==> src/rtl/gpint_pkg.sv <==
package gpint_pkg;

  // Trigger code per pin; the encoding is decoded by the pin cell.
  typedef enum logic [1:0] {
    TRIG_LEVEL = 2'b00,
    TRIG_RISE  = 2'b01,
    TRIG_FALL  = 2'b10,
    TRIG_ANY   = 2'b11
  } trig_e;

  localparam int unsigned TRIG_W = 2;

endpackage

==> src/rtl/gpint_sync.sv <==
module gpint_sync #(
  parameter int unsigned WIDTH  = 24,
  parameter int unsigned STAGES = 2
) (
  input  logic             clk_i,
  input  logic             rst_ni,
  input  logic [WIDTH-1:0] d_i,
  output logic [WIDTH-1:0] q_o
);

  logic [WIDTH-1:0] stage_q [STAGES];

  for (genvar g = 0; g < STAGES; g++) begin : g_stage
    if (g == 0) begin : g_first
      always_ff @(posedge clk_i or negedge rst_ni) begin
        if (!rst_ni) stage_q[0] <= '0;
        else         stage_q[0] <= d_i;
      end
    end else begin : g_next
      always_ff @(posedge clk_i or negedge rst_ni) begin
        if (!rst_ni) stage_q[g] <= '0;
        else         stage_q[g] <= stage_q[g-1];
      end
    end
  end

  assign q_o = stage_q[STAGES-1];

endmodule

==> src/rtl/gpint_pin.sv <==
module gpint_pin
  import gpint_pkg::*;
(
  input  logic              clk_i,
  input  logic              rst_ni,
  input  logic              lvl_i,      // synchronised level
  input  logic              pol_i,
  input  logic              mask_i,
  input  logic [TRIG_W-1:0] trig_i,
  input  logic              latch_en_i,
  input  logic              rd_hit_i,   // input read of this pin's port
  input  logic              clr_hit_i,  // clear write aimed at this pin
  output logic              st_o,
  output logic              shown_o
);

  logic prev_q, ref_q, hold_q, held_q, st_q;
  logic fire, hit, held_after, capture, cur;

  // Event decode per trigger code
  always_comb begin
    unique case (trig_e'(trig_i))
      TRIG_LEVEL: fire = lvl_i ^ ref_q;
      TRIG_RISE:  fire = lvl_i & ~prev_q;
      TRIG_FALL:  fire = ~lvl_i & prev_q;
      default:    fire = lvl_i ^ prev_q;
    endcase
  end

  assign hit        = fire & ~mask_i;
  assign held_after = held_q & ~rd_hit_i;
  assign capture    = hit & latch_en_i & ~held_after;
  assign cur        = held_q ? hold_q : lvl_i;

  always_ff @(posedge clk_i or negedge rst_ni) begin
    if (!rst_ni) begin
      prev_q <= 1'b0;
      ref_q  <= 1'b0;
      hold_q <= 1'b0;
      held_q <= 1'b0;
      st_q   <= 1'b0;
    end else begin
      prev_q <= lvl_i;
      if (rd_hit_i) ref_q  <= cur;
      if (capture)  hold_q <= lvl_i;
      held_q <= held_after | capture;
      // a fresh event outranks every clear path
      st_q   <= hit | (st_q & ~clr_hit_i & ~(rd_hit_i & latch_en_i));
    end
  end

  assign st_o    = st_q;
  assign shown_o = cur ^ pol_i;

endmodule

==> src/rtl/gpint_rd.sv <==
module gpint_rd #(
  parameter int unsigned NPORTS = 3,
  parameter int unsigned PORT_W = 8,
  parameter int unsigned PSEL_W = 2
) (
  input  logic                     clk_i,
  input  logic                     rst_ni,
  input  logic [PSEL_W-1:0]        port_i,
  input  logic                     rd_in_i,
  input  logic                     rd_sts_i,
  input  logic [NPORTS*PORT_W-1:0] shown_i,
  input  logic [NPORTS*PORT_W-1:0] st_i,
  output logic                     vld_o,
  output logic [PORT_W-1:0]        data_o
);

  logic [PORT_W-1:0] in_byte, st_byte;

  always_comb begin
    in_byte = '0;
    st_byte = '0;
    for (int p = 0; p < int'(NPORTS); p++) begin
      if (port_i == PSEL_W'(p)) begin
        in_byte = shown_i[p*PORT_W +: PORT_W];
        st_byte = st_i[p*PORT_W +: PORT_W];
      end
    end
  end

  always_ff @(posedge clk_i or negedge rst_ni) begin
    if (!rst_ni) begin
      vld_o  <= 1'b0;
      data_o <= '0;
    end else begin
      vld_o  <= rd_in_i | rd_sts_i;
      data_o <= rd_in_i ? in_byte : (rd_sts_i ? st_byte : '0);
    end
  end

endmodule

==> src/rtl/gpint_ctrl.sv <==
module gpint_ctrl
  import gpint_pkg::*;
#(
  parameter int unsigned NPORTS      = 3,
  parameter int unsigned PORT_W      = 8,
  parameter int unsigned SYNC_STAGES = 2,
  localparam int unsigned NPINS      = NPORTS * PORT_W,
  localparam int unsigned PSEL_W     = $clog2(NPORTS + 1)
) (
  input  logic                     clk_i,
  input  logic                     rst_ni,
  input  logic [NPINS-1:0]         pin_i,
  input  logic [NPINS-1:0]         pol_inv_i,
  input  logic [NPINS*TRIG_W-1:0]  trig_i,
  input  logic [NPINS-1:0]         mask_i,
  input  logic [NPINS-1:0]         latch_en_i,
  input  logic [PSEL_W-1:0]        rd_port_i,
  input  logic                     rd_in_i,
  input  logic                     rd_sts_i,
  input  logic                     clr_i,
  input  logic [NPORTS-1:0]        clr_be_i,
  input  logic [NPINS-1:0]         clr_bits_i,
  output logic                     rsp_vld_o,
  output logic [PORT_W-1:0]        rsp_data_o,
  output logic [NPINS-1:0]         live_o,
  output logic                     irq_no
);

  logic [NPINS-1:0]  lvl_w, st_w, shown_w;
  logic [NPORTS-1:0] rd_port_hit, clr_port_hit;
  logic              irq_nq;

  gpint_sync #(.WIDTH(NPINS), .STAGES(SYNC_STAGES)) u_sync (
    .clk_i  (clk_i),
    .rst_ni (rst_ni),
    .d_i    (pin_i),
    .q_o    (lvl_w)
  );

  // Port decode of the input read and of the clear write
  for (genvar p = 0; p < NPORTS; p++) begin : g_port
    assign rd_port_hit[p]  = rd_in_i & (rd_port_i == PSEL_W'(p));
    assign clr_port_hit[p] = clr_i & clr_be_i[p];
  end

  for (genvar g = 0; g < NPINS; g++) begin : g_pin
    gpint_pin u_pin (
      .clk_i      (clk_i),
      .rst_ni     (rst_ni),
      .lvl_i      (lvl_w[g]),
      .pol_i      (pol_inv_i[g]),
      .mask_i     (mask_i[g]),
      .trig_i     (trig_i[g*TRIG_W +: TRIG_W]),
      .latch_en_i (latch_en_i[g]),
      .rd_hit_i   (rd_port_hit[g / PORT_W]),
      .clr_hit_i  (clr_port_hit[g / PORT_W] & clr_bits_i[g]),
      .st_o       (st_w[g]),
      .shown_o    (shown_w[g])
    );
  end

  gpint_rd #(.NPORTS(NPORTS), .PORT_W(PORT_W), .PSEL_W(PSEL_W)) u_rd (
    .clk_i    (clk_i),
    .rst_ni   (rst_ni),
    .port_i   (rd_port_i),
    .rd_in_i  (rd_in_i),
    .rd_sts_i (rd_sts_i),
    .shown_i  (shown_w),
    .st_i     (st_w),
    .vld_o    (rsp_vld_o),
    .data_o   (rsp_data_o)
  );

  // Registered so the host line never glitches
  always_ff @(posedge clk_i or negedge rst_ni) begin
    if (!rst_ni) irq_nq <= 1'b1;
    else         irq_nq <= ~|(st_w & ~mask_i);
  end

  assign irq_no = irq_nq;
  assign live_o = lvl_w;

endmodule

==> config.mk <==
export PLATFORM = sky130hd
export DESIGN_NAME = gpint_ctrl
export DESIGN_NICKNAME = d
export VERILOG_FILES = /design/src/rtl/gpint_pkg.sv /design/src/rtl/gpint_sync.sv /design/src/rtl/gpint_pin.sv /design/src/rtl/gpint_rd.sv /design/src/rtl/gpint_ctrl.sv
export SDC_FILE = /design/constraint.sdc
export NUM_CORES = 1
export LEC_CHECK = 0
export ABC_AREA = 1
export BUFFER_PORTS_ARGS = -buffer_cell sky130_fd_sc_hd__clkbuf_2
export CORE_ASPECT_RATIO = 1.5
export CORE_MARGIN = 2
export CORE_UTILIZATION = 40
export CTS_BUF_LIST = sky130_fd_sc_hd__clkbuf_4
export DETAILED_ROUTE_END_ITERATION = 10
export PLACE_DENSITY = 0.62
export SLEW_MARGIN = 25
export SYNTH_ARGS = -nofsm -noshare
export SYNTH_HDL_FRONTEND = slang
export SYNTH_HIERARCHICAL = 1
export SYNTH_SLANG_ARGS = --single-unit
==> constraint.sdc <==
create_clock -name clk_i -period 2.9 [get_ports clk_i]
set_input_delay 0.725 -clock clk_i [delete_from_list [all_inputs] [get_ports clk_i]]
set_output_delay 0.725 -clock clk_i [all_outputs]
set_load 0.02 [all_outputs]
After elaboration in Yosys (flattened, before gate mapping)
Cells that the tools add are included.

cells by class
  muxes and demuxes = 56
  reductions and logical operators = 27
  equal/unequal tests = 50
  bitwise operators = 516

operators by type and width
  cell                                                  count
  bitwise AND 1 bit                                     246
  NOT 1 bit                                             147
  case mux 1 bit (3 select lines)                       24
  XOR 1 bit                                             72
  2-to-1 mux 8 bit                                      8
  equality test 2 x 1 -> 1 bit (second input constant)  25
  equality test 2 bit (second input constant)           25
  zero test 2 bit                                       25
  OR 1 bit                                              49
  bitwise AND 24 bit                                    1
  2-to-1 mux 1 bit                                      24
  NOT 24 bit                                            1
  OR reduction 24 bit                                   1
  zero test 1 bit                                       1

storage, ports and cells
  register bits = 178
  logic and storage cells = 774

Longest topological paths before layout
  depth after elaboration = 7
  depth in mapped cells = 10
  gate-level depth less buffers = 10

Cells and area by module
Netlist, hierarchy kept.

by module, submodules not included
  module      cells each  area each (µm²)  times used
  gpint_pin   47          350.3            24
  gpint_sync  72          1381.3           1
  gpint_rd    111         735.7            1
  gpint_ctrl  124         506.7            1

Worst setup path after synthesis
OpenSTA, ideal clock, no wires.

  path type = input -> register
  start = input port rd_port_i[1]
  end = register g_pin[0].u_pin.hold_q
  buffers on the path = 0
  path slack = 0.630 ns
  arrival time = 2.152 ns
  data required time = 2.782 ns
  cell stages on the path = 6
  path through = nor3b_1 > inv_1 > nand2_1 > nand4_1 > nand2_1 > nand2_1

on the way
  cells in the longest elaborated chain, start to end = 6

RTL lines
  item                    RTL line          RTL
  start: declaration      gpint_ctrl.sv:17  input logic [PSEL_W-1:0] rd_port_i,
  zero test 2 bit         gpint_ctrl.sv:42  assign rd_port_hit[p] = rd_in_i & (rd_port_i == PSEL_W'(p));
  bitwise AND 1 bit       gpint_ctrl.sv:42
  NOT 1 bit               gpint_pin.sv:31   assign held_after = held_q & ~rd_hit_i;
  bitwise AND 1 bit       gpint_pin.sv:31
  NOT 1 bit               gpint_pin.sv:32   assign capture = hit & latch_en_i & ~held_after;
  bitwise AND 1 bit       gpint_pin.sv:32
  end signal: assignment  gpint_pin.sv:45   if (capture) hold_q <= lvl_i;
  end: declaration        gpint_pin.sv:17   logic prev_q, ref_q, hold_q, held_q, st_q;

Every way passes these cells.
A chain may end at the register's enable or synchronous reset.

Worst setup path in the final report
  start = register u_sync.stage_q, in the netlist u_sync/q_o[0]
  end = output port live_o[0]

RTL lines
  item                              RTL line          RTL
  start: declaration                gpint_sync.sv:11  logic [WIDTH-1:0] stage_q [STAGES];
  start signal: indexed assignment  gpint_sync.sv:22  else stage_q[g] <= stage_q[g-1];
  end: declaration                  gpint_ctrl.sv:25  output logic [NPINS-1:0] live_o,

No word-level cell between the ends.

==> results.tsv <==
metric	value	unit
H-Tree Depth	4	
DRT iter0 DRCs	413	
Worst R2R Setup Slack	1410	ps
most frequent cells in the layout	nand2_1, inv_1, clkbuf_2	
launch point of the worst path	u_sync/q_o[0]	
vias	9445	
drt first pass iters	5	
initial core utilization	40.53	%
Mapped Area	11030	µm²
cell count after synthesis	1435	
pin count of the biggest net entering global routing	70	
clock buffer count from CTS	17	
Max-cap violations	0	
Max VDD drop	0.3080	mV
hpwl dp	22050	µm
row count	74	
post-synth top area share	40.15	%
post-synth net total	1685	
final hold violation count	0	
Area contributors post-synth	dfrtp_1, nand2_1, inv_1	
vias in the first global route	9622	
Mapped Avg Cell Area	7.688	µm²
clock group share of total power	24.7	%
Area growth, synth to finish	14.99	%
CP arrival	1380	ps
Clock Path Buffers	2	
Int Pwr	4.302	mW
Hold WC Path Type	input port to async pin	
postcts setup bufs	0	
fmax	475.9	MHz
worst slew margin relative to its limit	60.17	%
FF-to-FF End	u_rd/data_o[1]	
# setup viols final	0	
cell chain of the critical path	clkbuf_2	
Switch Pwr	2.240	mW
CTS sink count	178	
Synth Register Bits	178	
WP depth	1	
Fill cells	2789	
root buf cell	clkbuf_4	
worst skew pair latency	640	ps
IO Port Bufs	211	
pwr/cell area	515.7	nW/µm²
crit path to	live_o[0]	
fin crit share	72.46	%
synth unique cells	25	
post-synth top area cell	dfrtp_1	
crit-path max cell delay	520	ps
critical path peak fanout	6	
CP endpoint kind	output pin	
switch share	34.24	%
vias per inst	4.727	
CTS tree	built	
layout cells sized above 1	22.81	%
min Tclk post-route	2101	ps
drt wl/cell	13.84	µm
CP startpoint kind	flip-flop	
static leakage	7.163	nW
global-route wire length before repair	45710	µm
RR Startpoint	u_sync/q_o[17]	
Req. time, crit path	2170	ps
CP bufs+invs	1	
CP Class	flip-flop to output pin	
RSZ-0062 raised after global routing	no	
CP max-delay cell	dfrtp_1	
core area	27220	µm²
sequential area share after synthesis	40.39	%
commonest non-fill, non-tap cell in the layout	nand2_1	
initial antenna violation count	4	
YS warnings	6	
Setup TNS	0	ps
die width	139.6	µm
status	complete, no violations	
WL final	27650	µm
Comb power frac	25.9	%
Final Wtd Congestion	0.8293	
grt ovf	0	
clock-pin transition on the worst setup and hold timing paths	140	ps
final core utilization	46.60	%
Clock Skew	19.86	ps
max-slew violation count	0	
# nets final	1891	
FF-to-FF path depth	8	
# DRC	0	
ANT nets after route	0	
Least-Margin Pin Slew	597.5	ps
CTS Hold Bufs	0	
sequential share of power	49.3	%
IO Pins	212	
DIE AREA	28950	µm²
GRT Util Overall	19.72	%
die height	207.4	µm
Resize count post-CTS	0	
delay-heaviest family, CP	flip-flops	
[layer usage]
layer	share of wire (%)	global-route usage [%]
met5	0	0
met4	2.4	7.345
met3	4.4	3.991
met2	52	35.87
met1	41	22.71
[synth_stat cells]
cell type	n
clkbuf_4	1
inv_1	295
inv_2	26
buf_4	25
nor2_8	1
nor2_1	78
nor3b_1	1
nand3_2	24
ha_1	72
buf_2	1
a21oi_1	24
dfstp_2	1
nand3b_1	48
buf_6	5
xnor2_1	24
nor2_2	26
dfrtp_1	177
o22ai_1	4
o21ai_0	24
nand2_1	336
nand4_1	49
o21ai_2	24
nand3_1	144
nand2_2	24
or2_2	1
[state kept, by name, indices dropped and copies added (netlist names)]
register            flops
u_rd/vld_o              1
g_pin.u_pin/hold_q     24
g_pin.u_pin/st_o       24
irq_no                  1
u_sync/stage_q         24
u_sync/q_o             24
g_pin.u_pin/held_q     24
g_pin.u_pin/ref_q      24
g_pin.u_pin/prev_q     24
u_rd/data_o             8
[cells by family after synthesis]
| family | share of synthesized area [%] |
|---|---|
| DFF | 40.39 |
| adders and majority gates | 8.166 |
| buffers and inverters | 13.25 |
| xor gates and xnor gates | 1.905 |
| AOI/OAI and AO/OA | 4.310 |
| and+or+nand+nor | 31.98 |
[metrics by stage]
stage	cells	setup WS [ps]	hold WS (ps)	cell area (µm²)	power, mW
floorplan	1435	630.1	331.2	11030	4.368
global placement	1964	819.4	331.8	12360	4.961
detailed placement	1964	730.1	334.7	12360	4.998
CTS	1995	730.0	47.87	12680	6.656
global route	1998	706.4	69.67	12690	7.016
finish	1998	798.7	78.93	12690	6.542
[worst min-delay path by stage]
stage	end	from
floorplan	u_sync/q_o[0]	u_sync/stage_q[24]
global placement	u_sync/q_o[10]	u_sync/stage_q[34]
detailed placement	u_sync/q_o[12]	u_sync/stage_q[36]
CTS	g_pin[20].u_pin/st_o	rst_ni
global route	u_sync/q_o[20]	rst_ni
finish	u_sync/q_o[20]	rst_ni
[area by class of cell]
| cell class | instances | area [µm²] | area share, % |
|---|---|---|---|
| Antenna cell | 3 | 7.507 | 0.05918 |
| Inverter | 321 | 1205 | 9.498 |
| Clock inverter | 9 | 155.1 | 1.223 |
| Multi-Input combinational cell | 904 | 5120 | 40.36 |
| Clock buffer | 22 | 165.2 | 1.302 |
| Timing Repair Buffer | 219 | 1150 | 9.064 |
| Tap cell | 342 | 427.9 | 3.373 |
| Sequential cell | 178 | 4456 | 35.12 |
[power groups by stage]
stage	combinational [mW]	sequential, mW	clock (mW)
6_report	1.70	3.23	1.62
3_5_place_dp	1.72	3.28	0
3_3_place_gp	1.68	3.28	0
5_1_grt	1.95	3.29	1.78
4_1_cts	1.73	3.23	1.70
2_1_floorplan	1.21	3.16	0
(Power assumes the default switching activity.)
